==> config.mk <==
export PLATFORM = sky130hd
export DESIGN_NAME = rtc_sec_core
export DESIGN_NICKNAME = d
export VERILOG_FILES = /design/src/rtl/rtc_sec_pkg.sv /design/src/rtl/rtc_sec_ctrl.sv /design/src/rtl/rtc_sec_dp.sv /design/src/rtl/rtc_sec_core.sv
export SDC_FILE = /design/constraint.sdc
export NUM_CORES = 1
export LEC_CHECK = 0
export CAP_MARGIN = 15
export CORE_MARGIN = 5
export CORE_UTILIZATION = 44
export DETAILED_ROUTE_END_ITERATION = 8
export DONT_BUFFER_PORTS = 1
export PLACE_DENSITY = 0.61
export SYNTH_ARGS = -nofsm -noshare
export SYNTH_HDL_FRONTEND = slang
export SYNTH_SLANG_ARGS = --single-unit
==> constraint.sdc <==
create_clock -name clk -period 11.3 [get_ports clk]
set_input_delay 3.39 -clock clk [delete_from_list [all_inputs] [get_ports clk]]
set_output_delay 3.39 -clock clk [all_outputs]
set_load 0.02 [all_outputs]
==> src/rtl/rtc_sec_pkg.sv <==
package rtc_sec_pkg;
  localparam int ADDR_W = 8;
  localparam int DATA_W = 32;

  localparam logic [ADDR_W-1:0] OFF_CTRL    = 8'h00;
  localparam logic [ADDR_W-1:0] OFF_SEC     = 8'h04;
  localparam logic [ADDR_W-1:0] OFF_ALARM   = 8'h08;
  localparam logic [ADDR_W-1:0] OFF_REG     = 8'h0C;
  localparam logic [ADDR_W-1:0] OFF_SCRATCH = 8'h34;

  localparam int B_READY    = 7;
  localparam int B_HZFLAG   = 6;
  localparam int B_HZIRQ    = 5;
  localparam int B_ALFLAG   = 4;
  localparam int B_ALIRQ    = 3;
  localparam int B_ALEN     = 2;
  localparam int B_CNTEN    = 0;

  typedef struct packed {
    logic wrCtrl;
    logic wrSec;
    logic wrAlarm;
    logic wrReg;
    logic wrScratch;
  } rtcStrobe_t;

  typedef struct packed {
    logic              hzFlag;
    logic              hzIrqEn;
    logic              alarmFlag;
    logic              alarmIrqEn;
    logic              alarmEn;
    logic              cntEn;
    logic [DATA_W-1:0] sec;
    logic [DATA_W-1:0] alarm;
    logic [DATA_W-1:0] regulator;
    logic [DATA_W-1:0] scratch;
  } rtcView_t;
endpackage

==> src/rtl/rtc_sec_ctrl.sv <==
module rtc_sec_ctrl
  import rtc_sec_pkg::*;
#(
  parameter int BUSY_CYCLES = 4
) (
  input  logic              clk,
  input  logic              rstN,
  input  logic [ADDR_W-1:0] busAddr,
  input  logic              busWrEn,
  input  rtcView_t          view,
  output rtcStrobe_t        strobe,
  output logic              writeReady,
  output logic [DATA_W-1:0] rdData
);
  localparam int BW = $clog2(BUSY_CYCLES + 1);
  localparam logic [BW-1:0] BUSY_LOAD = BW'(BUSY_CYCLES);

  logic [BW-1:0] busyCnt;
  logic          accept;

  assign writeReady = (busyCnt == '0);
  assign accept     = busWrEn && writeReady;

  always_ff @(posedge clk) begin
    if (!rstN)           busyCnt <= '0;
    else if (accept)     busyCnt <= BUSY_LOAD;
    else if (busyCnt != '0) busyCnt <= busyCnt - 1'b1;
  end

  always_comb begin
    strobe.wrCtrl    = accept && (busAddr == OFF_CTRL);
    strobe.wrSec     = accept && (busAddr == OFF_SEC);
    strobe.wrAlarm   = accept && (busAddr == OFF_ALARM);
    strobe.wrReg     = accept && (busAddr == OFF_REG);
    strobe.wrScratch = accept && (busAddr == OFF_SCRATCH);
  end

  logic [DATA_W-1:0] ctrlWord;
  always_comb begin
    ctrlWord           = '0;
    ctrlWord[B_READY]  = writeReady;
    ctrlWord[B_HZFLAG] = view.hzFlag;
    ctrlWord[B_HZIRQ]  = view.hzIrqEn;
    ctrlWord[B_ALFLAG] = view.alarmFlag;
    ctrlWord[B_ALIRQ]  = view.alarmIrqEn;
    ctrlWord[B_ALEN]   = view.alarmEn;
    ctrlWord[B_CNTEN]  = view.cntEn;
  end

  always_comb begin
    case (busAddr)
      OFF_CTRL:    rdData = ctrlWord;
      OFF_SEC:     rdData = view.sec;
      OFF_ALARM:   rdData = view.alarm;
      OFF_REG:     rdData = view.regulator;
      OFF_SCRATCH: rdData = view.scratch;
      default:     rdData = '0;
    endcase
  end

  // an accepted write closes the write window on the next cycle
  p_busy_after_write_r10: assert property (@(posedge clk) disable iff (!rstN)
    (busWrEn && writeReady) |=> !writeReady);
endmodule

==> src/rtl/rtc_sec_dp.sv <==
module rtc_sec_dp
  import rtc_sec_pkg::*;
#(
  parameter logic [DATA_W-1:0] RESET_REGULATOR = 32'd32767
) (
  input  logic              clk,
  input  logic              rstN,
  input  rtcStrobe_t        strobe,
  input  logic [DATA_W-1:0] wrData,
  output rtcView_t          view
);
  logic [DATA_W-1:0] preCnt;
  logic [DATA_W-1:0] secNext;
  logic              tick;
  logic              alarmHit;

  assign tick     = view.cntEn && (preCnt == view.regulator);
  assign secNext  = view.sec + 1'b1;
  assign alarmHit = tick && view.alarmEn && (secNext == view.alarm);

  always_ff @(posedge clk) begin
    if (!rstN) begin
      preCnt          <= '0;
      view.hzFlag     <= 1'b0;
      view.hzIrqEn    <= 1'b0;
      view.alarmFlag  <= 1'b0;
      view.alarmIrqEn <= 1'b0;
      view.alarmEn    <= 1'b0;
      view.cntEn      <= 1'b0;
      view.sec        <= '0;
      view.alarm      <= '0;
      view.regulator  <= RESET_REGULATOR;
      view.scratch    <= '0;
    end else begin
      // prescaler: restart on regulator write, otherwise count while enabled
      if (strobe.wrReg) begin
        view.regulator <= wrData;
        preCnt         <= '0;
      end else if (view.cntEn) begin
        preCnt <= tick ? '0 : preCnt + 1'b1;
      end

      // seconds: a software write wins over the tick
      if (strobe.wrSec)  view.sec <= wrData;
      else if (tick)     view.sec <= secNext;

      if (strobe.wrAlarm)   view.alarm   <= wrData;
      if (strobe.wrScratch) view.scratch <= wrData;

      // flags: written 0 clears, written 1 keeps, an event sets
      view.hzFlag <= (strobe.wrCtrl ? (view.hzFlag & wrData[B_HZFLAG])
                                    : view.hzFlag) | tick;
      view.alarmFlag <= (strobe.wrCtrl ? (view.alarmFlag & wrData[B_ALFLAG])
                                       : view.alarmFlag) | alarmHit;

      if (strobe.wrCtrl) begin
        view.hzIrqEn    <= wrData[B_HZIRQ];
        view.alarmIrqEn <= wrData[B_ALIRQ];
        view.alarmEn    <= wrData[B_ALEN];
        view.cntEn      <= wrData[B_CNTEN];
      end
    end
  end

  // a tick with no seconds write advances by exactly one
  p_sec_step_r3: assert property (@(posedge clk) disable iff (!rstN)
    (tick && !strobe.wrSec) |=> (view.sec == $past(view.sec) + 1'b1));

  // a stopped counter keeps its value
  p_hold_r4: assert property (@(posedge clk) disable iff (!rstN)
    (!view.cntEn && !strobe.wrSec) |=> $stable(view.sec));

  // a set 1 Hz flag stays set unless the control word is written
  p_hz_sticky_r8: assert property (@(posedge clk) disable iff (!rstN)
    (view.hzFlag && !strobe.wrCtrl) |=> view.hzFlag);

  // with the alarm disabled the alarm flag cannot rise
  p_alarm_gate_r7: assert property (@(posedge clk) disable iff (!rstN)
    (!view.alarmFlag && !view.alarmEn) |=> !view.alarmFlag);
endmodule

==> src/rtl/rtc_sec_core.sv <==
module rtc_sec_core
  import rtc_sec_pkg::*;
#(
  parameter int                BUSY_CYCLES     = 4,
  parameter logic [DATA_W-1:0] RESET_REGULATOR = 32'd32767
) (
  input  logic              clk,
  input  logic              rstN,
  input  logic [ADDR_W-1:0] busAddr,
  input  logic              busWrEn,
  input  logic [DATA_W-1:0] busWrData,
  output logic [DATA_W-1:0] busRdData,
  output logic              irqOut
);
  rtcStrobe_t strobe;
  rtcView_t   view;
  logic       writeReady;

  rtc_sec_ctrl #(.BUSY_CYCLES(BUSY_CYCLES)) u_ctrl (
    .clk        (clk),
    .rstN       (rstN),
    .busAddr    (busAddr),
    .busWrEn    (busWrEn),
    .view       (view),
    .strobe     (strobe),
    .writeReady (writeReady),
    .rdData     (busRdData)
  );

  rtc_sec_dp #(.RESET_REGULATOR(RESET_REGULATOR)) u_dp (
    .clk    (clk),
    .rstN   (rstN),
    .strobe (strobe),
    .wrData (busWrData),
    .view   (view)
  );

  assign irqOut = (view.hzFlag & view.hzIrqEn) | (view.alarmFlag & view.alarmIrqEn);

  // with both interrupt enables clear the line stays low
  p_irq_quiet_r9: assert property (@(posedge clk) disable iff (!rstN)
    (!view.hzIrqEn && !view.alarmIrqEn) |-> !irqOut);
endmodule

==> results of run 1 <==
[worst max-delay path by stage]
stage / from / end / cells past startpoint
global placement: busAddr[7] / busRdData[16] / 6
floorplan: busAddr[7] / busRdData[0] / 7
global route: busAddr[7] / busRdData[22] / 6
detailed placement: busAddr[7] / busRdData[1] / 6
CTS: busAddr[7] / busRdData[22] / 6
finish: busAddr[7] / busRdData[24] / 6
[cell families after synthesis]
family,count (synthesis)
muxes,15
buffers and inverters,99
and+or+nand+nor,533
xor gates and xnor gates,132
adders and majority gates,4
DFF,169
AOI/OAI and AO/OA,211
[metrics by stage]
step	hold slack [ns]	utilization, %	area (sq um)
2_1_floorplan	0.4357	-	9055
3_3_place_gp	0.4424	44.76	9057
3_5_place_dp	0.4478	44.76	9057
4_1_cts	0.4576	47.86	9684
5_1_grt	0.4732	47.86	9684
6_report	0.4561	47.86	9684
[worst max-delay path, delay by kind of cell]
family | cells | cell delay (ns)
AND/OR/NAND/NOR | 6 | 1.99
[metal layers]
| layer | up-vias | part of all wire (%) | global-route usage [%] | routed length, microns |
|---|---|---|---|---|
| met5 | - | 0 | 0 | 0 |
| li1 | 3890 | - | - | - |
| met2 | 241 | 46 | 36.11 | 12770 |
| met4 | 0 | 1.2 | 5.509 | 330 |
| met1 | 3834 | 47 | 32.89 | 12860 |
| met3 | 17 | 5.8 | 4.467 | 1607 |
[synth_stat cells, types with 3 or more instances]
master / count
a211oi_1: 16
a21oi_1: 105
a222oi_1: 25
a22oi_1: 12
a311oi_1: 4
and2_1: 9
and3_1: 4
buf_2: 17
buf_4: 7
buf_6: 6
clkbuf_1: 57
dfxtp_1: 169
ha_1: 4
inv_1: 8
mux2_2: 6
mux2i_1: 8
nand2_1: 281
nand2b_1: 3
nand3_1: 39
nand4_1: 31
nor2_1: 86
nor2b_1: 3
nor3_1: 18
nor4_1: 12
nor4_2: 3
nor4b_1: 3
o21ai_0: 30
or3_1: 13
xnor2_1: 90
xor2_1: 42
[power groups by stage]
stage | clock, uW | sequential [uW] | combinational (uW)
4_1_cts | 639 | 604 | 49.1
5_1_grt | 666 | 604 | 54.5
3_5_place_dp | 0 | 618 | 48.8
6_report | 633 | 604 | 48.9
3_3_place_gp | 0 | 618 | 47.1
2_1_floorplan | 0 | 616 | 41.5
[state kept, by name, summed over array words and instances, names as in the netlist]
signal,flops
u_dp.view,134
u_dp.preCnt,32
u_ctrl.busyCnt,3
[area by class of cell]
| cell class | count | area share, % |
|---|---|---|
| sequential | 169 | 34.94 |
| clock buffer | 20 | 4.716 |
| tap | 270 | 3.488 |
| timing repair buffer | 12 | 0.9302 |
| multi-input combinational | 895 | 53.81 |
| clock inverter | 11 | 1.757 |
| inverter | 9 | 0.3618 |
==> impl_metrics.ini, run 1 <==
[clocking]
numCtsBuffers = 17
htree_levels = 4
cts_resized = 0
cts_tree = yes
clockRootBuffer = clkbuf_16
cts_setup_buffers = 0
clock_tree.buffer_depth = 2
clk_pin_slew_ns = 0.06
cts.hold.buffers_added = 0
clk_latency_ns = 0.44
cts.sinks = 169

[die]
row_count = 52
die_h_microns = 153.5
design.die.area_sq_um = 23550
core_sq_um = 20230
io_pins = 76
start_util_pct = 44.75
die_width_microns = 153.5

[yosys]
yosysTopAreaCellShare_pct = 37.36
synth_nets = 1210
netlist_area_sq_um = 9055
ys_top_cells_by_area = dfxtp_1, nand2_1, xnor2_1, a21oi_1, xor2_1
synth_cells = 1163
synthAdderAreaFrac_pct = 0.5527
async_flop_share_pct = 0
yosysWarnings = 0
synth_xor_xnor_area_share_pct = 12.77
seq_area_frac_synth_pct = 37.36
synth_compound_area_share_pct = 14.66
yosys.cell_types.count = 69
syn_avg_cell_area_sq_um = 7.786
ys_ff_latch = 169
ys.flop_type = dfxtp_1
synth_edf_count = 0
synth-simple-area-share_pct = 27.64
synth_top_family_by_area = simple AND/OR/NAND/NOR gates
synth_mux_area_share_pct = 1.879
yosys.area.top_type = dfxtp_1

[placement]
dp_worst_setup_slack_ns = 2.503
globalplace.congestion = 0.9154
io_buffers = 0
hpwl_mm = 19.40
dp.cells = 1355

[timing]
relSlewSlack_pct = 35.43
min_period_ns = 8.789
worst_slew_pin_slew_ns = 0.9675
clock_skew_ns = 0.01343
finalSetupTns_ns = 0
hold_viol_final = 0
setup_viol = 0
drv_slew = 0
period_share_pct = 77.78
setup_ws_ns = 2.511
fmax_mhz = 113.8
rsz0062_at_grt = no

[worst_setup_path]
required_ns = 7.91
cp-start-kind = input port
cp-end-kind = primary output
rr_startpoint = u_dp.preCnt[22]$_SDFFE_PP0P_
crit_path_max_incr_delay_ns = 0.67
ff2ff_path_depth = 7
cp_common_cell = nand2_1
reg2reg_slack_ns = 7.91
crit_type = input port to primary output
timing.rr.end = u_dp.view[131]$_SDFF_PN0_
worstPathArrival_ns = 5.40
crit_chain = or4_1 > nor3_2 > nand2_1 > nor2_4 > nand2_1 > nand2_1
crit_fanout = 27
cp_slowest_cell = nor2_4

[pwr]
vdd_drop_max_uv = 89.01
p_leak_uw = 0.003259
p_comb_share_pct = 3.8
total_power_uw = 1287
switchingPower_uw = 286.9
p_int_uw = 999.7
pwr-share-seq_pct = 47.0
swShare_pct = 22.30
cellPowerDensity_nw_per_um2 = 132.9
p_clk_share_pct = 49.2

[drt]
drc_errors = 0
first_pass_iters = 8
drtIter0Drc = 833
vias = 7982
viasPerCell = 5.759
ant_nets = 0
wl_per_cell_microns = 19.89
wl_mm = 27.57

[grt]
grt_max_degree = 57
grt_pass1_wl_mm = 43.44
track_usage_pct = 23.05
grt_overflow = 0
antenna_found_initial = 0
grt_pass1_vias = 7326

[layout]
n_antenna_cell = 0
ff_latch_area_sq_um = 3383
multi_input_area_sq_um = 5211
fin_nets = 1151
drive_above_1_share_pct = 6.631
fin_cells = 1386
layout_common_cells = nand2_1, dfxtp_1, a21oi_1, xnor2_1, nor2_1
syn_to_final_growth_pct = 6.950
n_fill_cell = 1949
final_common_cell = nand2_1

[worst_hold_path]
holdPathEnd = u_dp.view[23]$_SDFFE_PN0P_
min_from = u_dp.view[23]$_SDFFE_PN0P_
hp-class = flip-flop to flip-flop
holdPathStages = 2

[status]
status = complete, no violations

[flow_run]
drv_cap = 0
Note: power is estimated with default switching activity, not from simulation.
==> run 2, diff against run 1 <==
==> constraint.sdc (replaced) <==
create_clock -name clk -period 8.8 [get_ports clk]
set_input_delay 2.64 -clock clk [delete_from_list [all_inputs] [get_ports clk]]
set_output_delay 2.64 -clock clk [all_outputs]
set_load 0.02 [all_outputs]
==> run 2 against run 1 <==
- cell count barely moved
- total power rose by 30%
- sequential share of layout area fell by 0.099 points
- register-to-register slack got worse by 2.5 ns
- clock skew fell by 0.0031 ns
==> impl_metrics.ini, run 2 (synthesized netlist as in run 1, its figures left out) <==
[timing]
relSlewSlack_pct = 32.78
worst_slew_pin_slew_ns = 1.007
clock_skew_ns = 0.01029
rsz0062_at_grt = no
drv_slew = 0
finalSetupTns_ns = 0
setup_viol = 0
hold_viol_final = 0
period_share_pct = 84.38
fmax_mhz = 134.7
min_period_ns = 7.425

[drt]
wl_mm = 27.58
ant_nets = 0
vias = 8052
drtIter0Drc = 848
drc_errors = 0
first_pass_iters = 6
viasPerCell = 5.805
wl_per_cell_microns = 19.88

[pwr]
vdd_drop_max_uv = 129.8
p_clk_share_pct = 50.0
cellPowerDensity_nw_per_um2 = 172.3
p_int_uw = 1296
p_comb_share_pct = 3.7
p_leak_uw = 0.003268
switchingPower_uw = 377.1
swShare_pct = 22.54
pwr-share-seq_pct = 46.4

[layout]
final_common_cell = nand2_1
fin_nets = 1151
largest_reg_flops = 134
regMostFlops = u_dp.view
n_antenna_cell = 0
top_regs = u_dp.view (134), u_dp.preCnt (32), u_ctrl.busyCnt (3)
drive_above_1_share_pct = 6.804
syn_to_final_growth_pct = 7.254
layout_common_cells = nand2_1, dfxtp_1, a21oi_1, xnor2_1, nor2_1
design_area_sq_um = 9712

[grt]
use_met1_pct = 32.16
grt_max_degree = 57
track_usage_pct = 23.32
grt_pass1_vias = 7421
grt_overflow = 0
busiest_layer = met2
met3_usage_pct = 4.835
antenna_found_initial = 0
use_met2_pct = 37.22
grt_pass1_wl_mm = 43.82

[die]
row_count = 52
start_util_pct = 44.75
design.die.area_sq_um = 23550
die_h_microns = 153.5
core_sq_um = 20230
io_pins = 76
die_width_microns = 153.5

[worst_hold_path]
hp-class = flip-flop to flip-flop

[worst_setup_path]
cp_slowest_cell = nor2_2
crit_chain = or4_1 > nor2_2 > buf_4 > a222oi_1 > nand2_1
crit_fanout = 19
cp_num_buf_inv = 1
required_ns = 6.16
crit_path_max_incr_delay_ns = 0.81
worstPathArrival_ns = 4.79
crit_type = input port to primary output
cp-start-kind = input port
crit_family = simple AND/OR/NAND/NOR gates
cp-end-kind = primary output
reg2reg_slack_ns = 5.45

[clocking]
htree_levels = 4
cts_tree = yes
clk_latency_ns = 0.44
cts.sinks = 169
cts_setup_buffers = 0
cts_resized = 0
cts.hold.buffers_added = 0
clk_pin_slew_ns = 0.07
clockRootBuffer = clkbuf_16
clock_tree.buffer_depth = 2
numCtsBuffers = 17

[placement]
io_buffers = 0
globalplace.congestion = 0.9003
hpwl_mm = 19.50
dpl_cell_area_sq_um = 9057

[status]
status = complete, no violations

[flow_run]
drv_cap = 0
[run 2: changes by cell type in the layout (fill, tap and decap cells not counted)]
cell / before / now
clkinv_2: 4 / 2
inv_8: 0 / 1
clkbuf_1: 1 / 0
clkbuf_8: 2 / 3
inv_6: 1 / 2
clkinvlp_4: 0 / 1
[run 2: worst register-to-register path, cell delays in order, from the launching register on]
cell and delay (ns):
dfxtp_1 0.35, xnor2_1 0.27, nand4_1 0.21, nor3_1 0.53, nand3_2 0.87, a2111oi_1 0.70
nand4_1 0.15, o21ai_1 0.20
[run 2: final cells by class]
type	instances	area [sq um]
Clock buffer	20	466.7
Clock inverter	12	187.7
Fill cell	1969	10520
Inverter	9	35.03
Multi-Input combinational cell	895	5211
Sequential cell	169	3383
Tap cell	270	337.8
Timing Repair Buffer	12	90.09
[run 2: metal layers]
layer	part of all wire (%)	wire [microns]
met5	0	0
met1	45	12540
met3	6.2	1705
met4	1.6	441
met2	47	12900
[run 2: power by group through the flow]
| stage | Clock, uW | Sequential, uW | Combinational, uW |
|---|---|---|---|
| 6_report | 836 | 776 | 61.3 |
| 5_1_grt | 880 | 777 | 71.1 |
| 4_1_cts | 849 | 776 | 61.3 |
| 3_5_place_dp | 0 | 793 | 61.1 |
| 3_3_place_gp | 0 | 793 | 59.8 |
| 2_1_floorplan | 0 | 792 | 53.3 |
[run 2: stage by stage]
step	hold slack, ns	power [uW]	setup WS, ns	cells	util [%]
6_report	0.4587	1673	1.375	1387	48.00
3_5_place_dp	0.4483	854.4	1.347	1355	44.76
5_1_grt	0.4709	1728	1.207	1387	48.00
2_1_floorplan	0.4357	844.9	1.835	1163	-
4_1_cts	0.4582	1686	1.346	1387	48.00
3_3_place_gp	0.4428	853.1	1.424	1355	44.76
[run 2: final timing paths]
path                                              startpoint                        end  depth (start not counted)
worst max-delay path                              busAddr[7]              busRdData[11]                          5
worst max register to register  u_dp.preCnt[22]$_SDFFE_PP0P_  u_dp.view[131]$_SDFF_PN0_                          7
worst min-delay path               u_dp.view[4]$_SDFFE_PN0P_  u_dp.view[4]$_SDFFE_PN0P_                          2
worst min register to register     u_dp.view[4]$_SDFFE_PN0P_  u_dp.view[4]$_SDFFE_PN0P_                          2
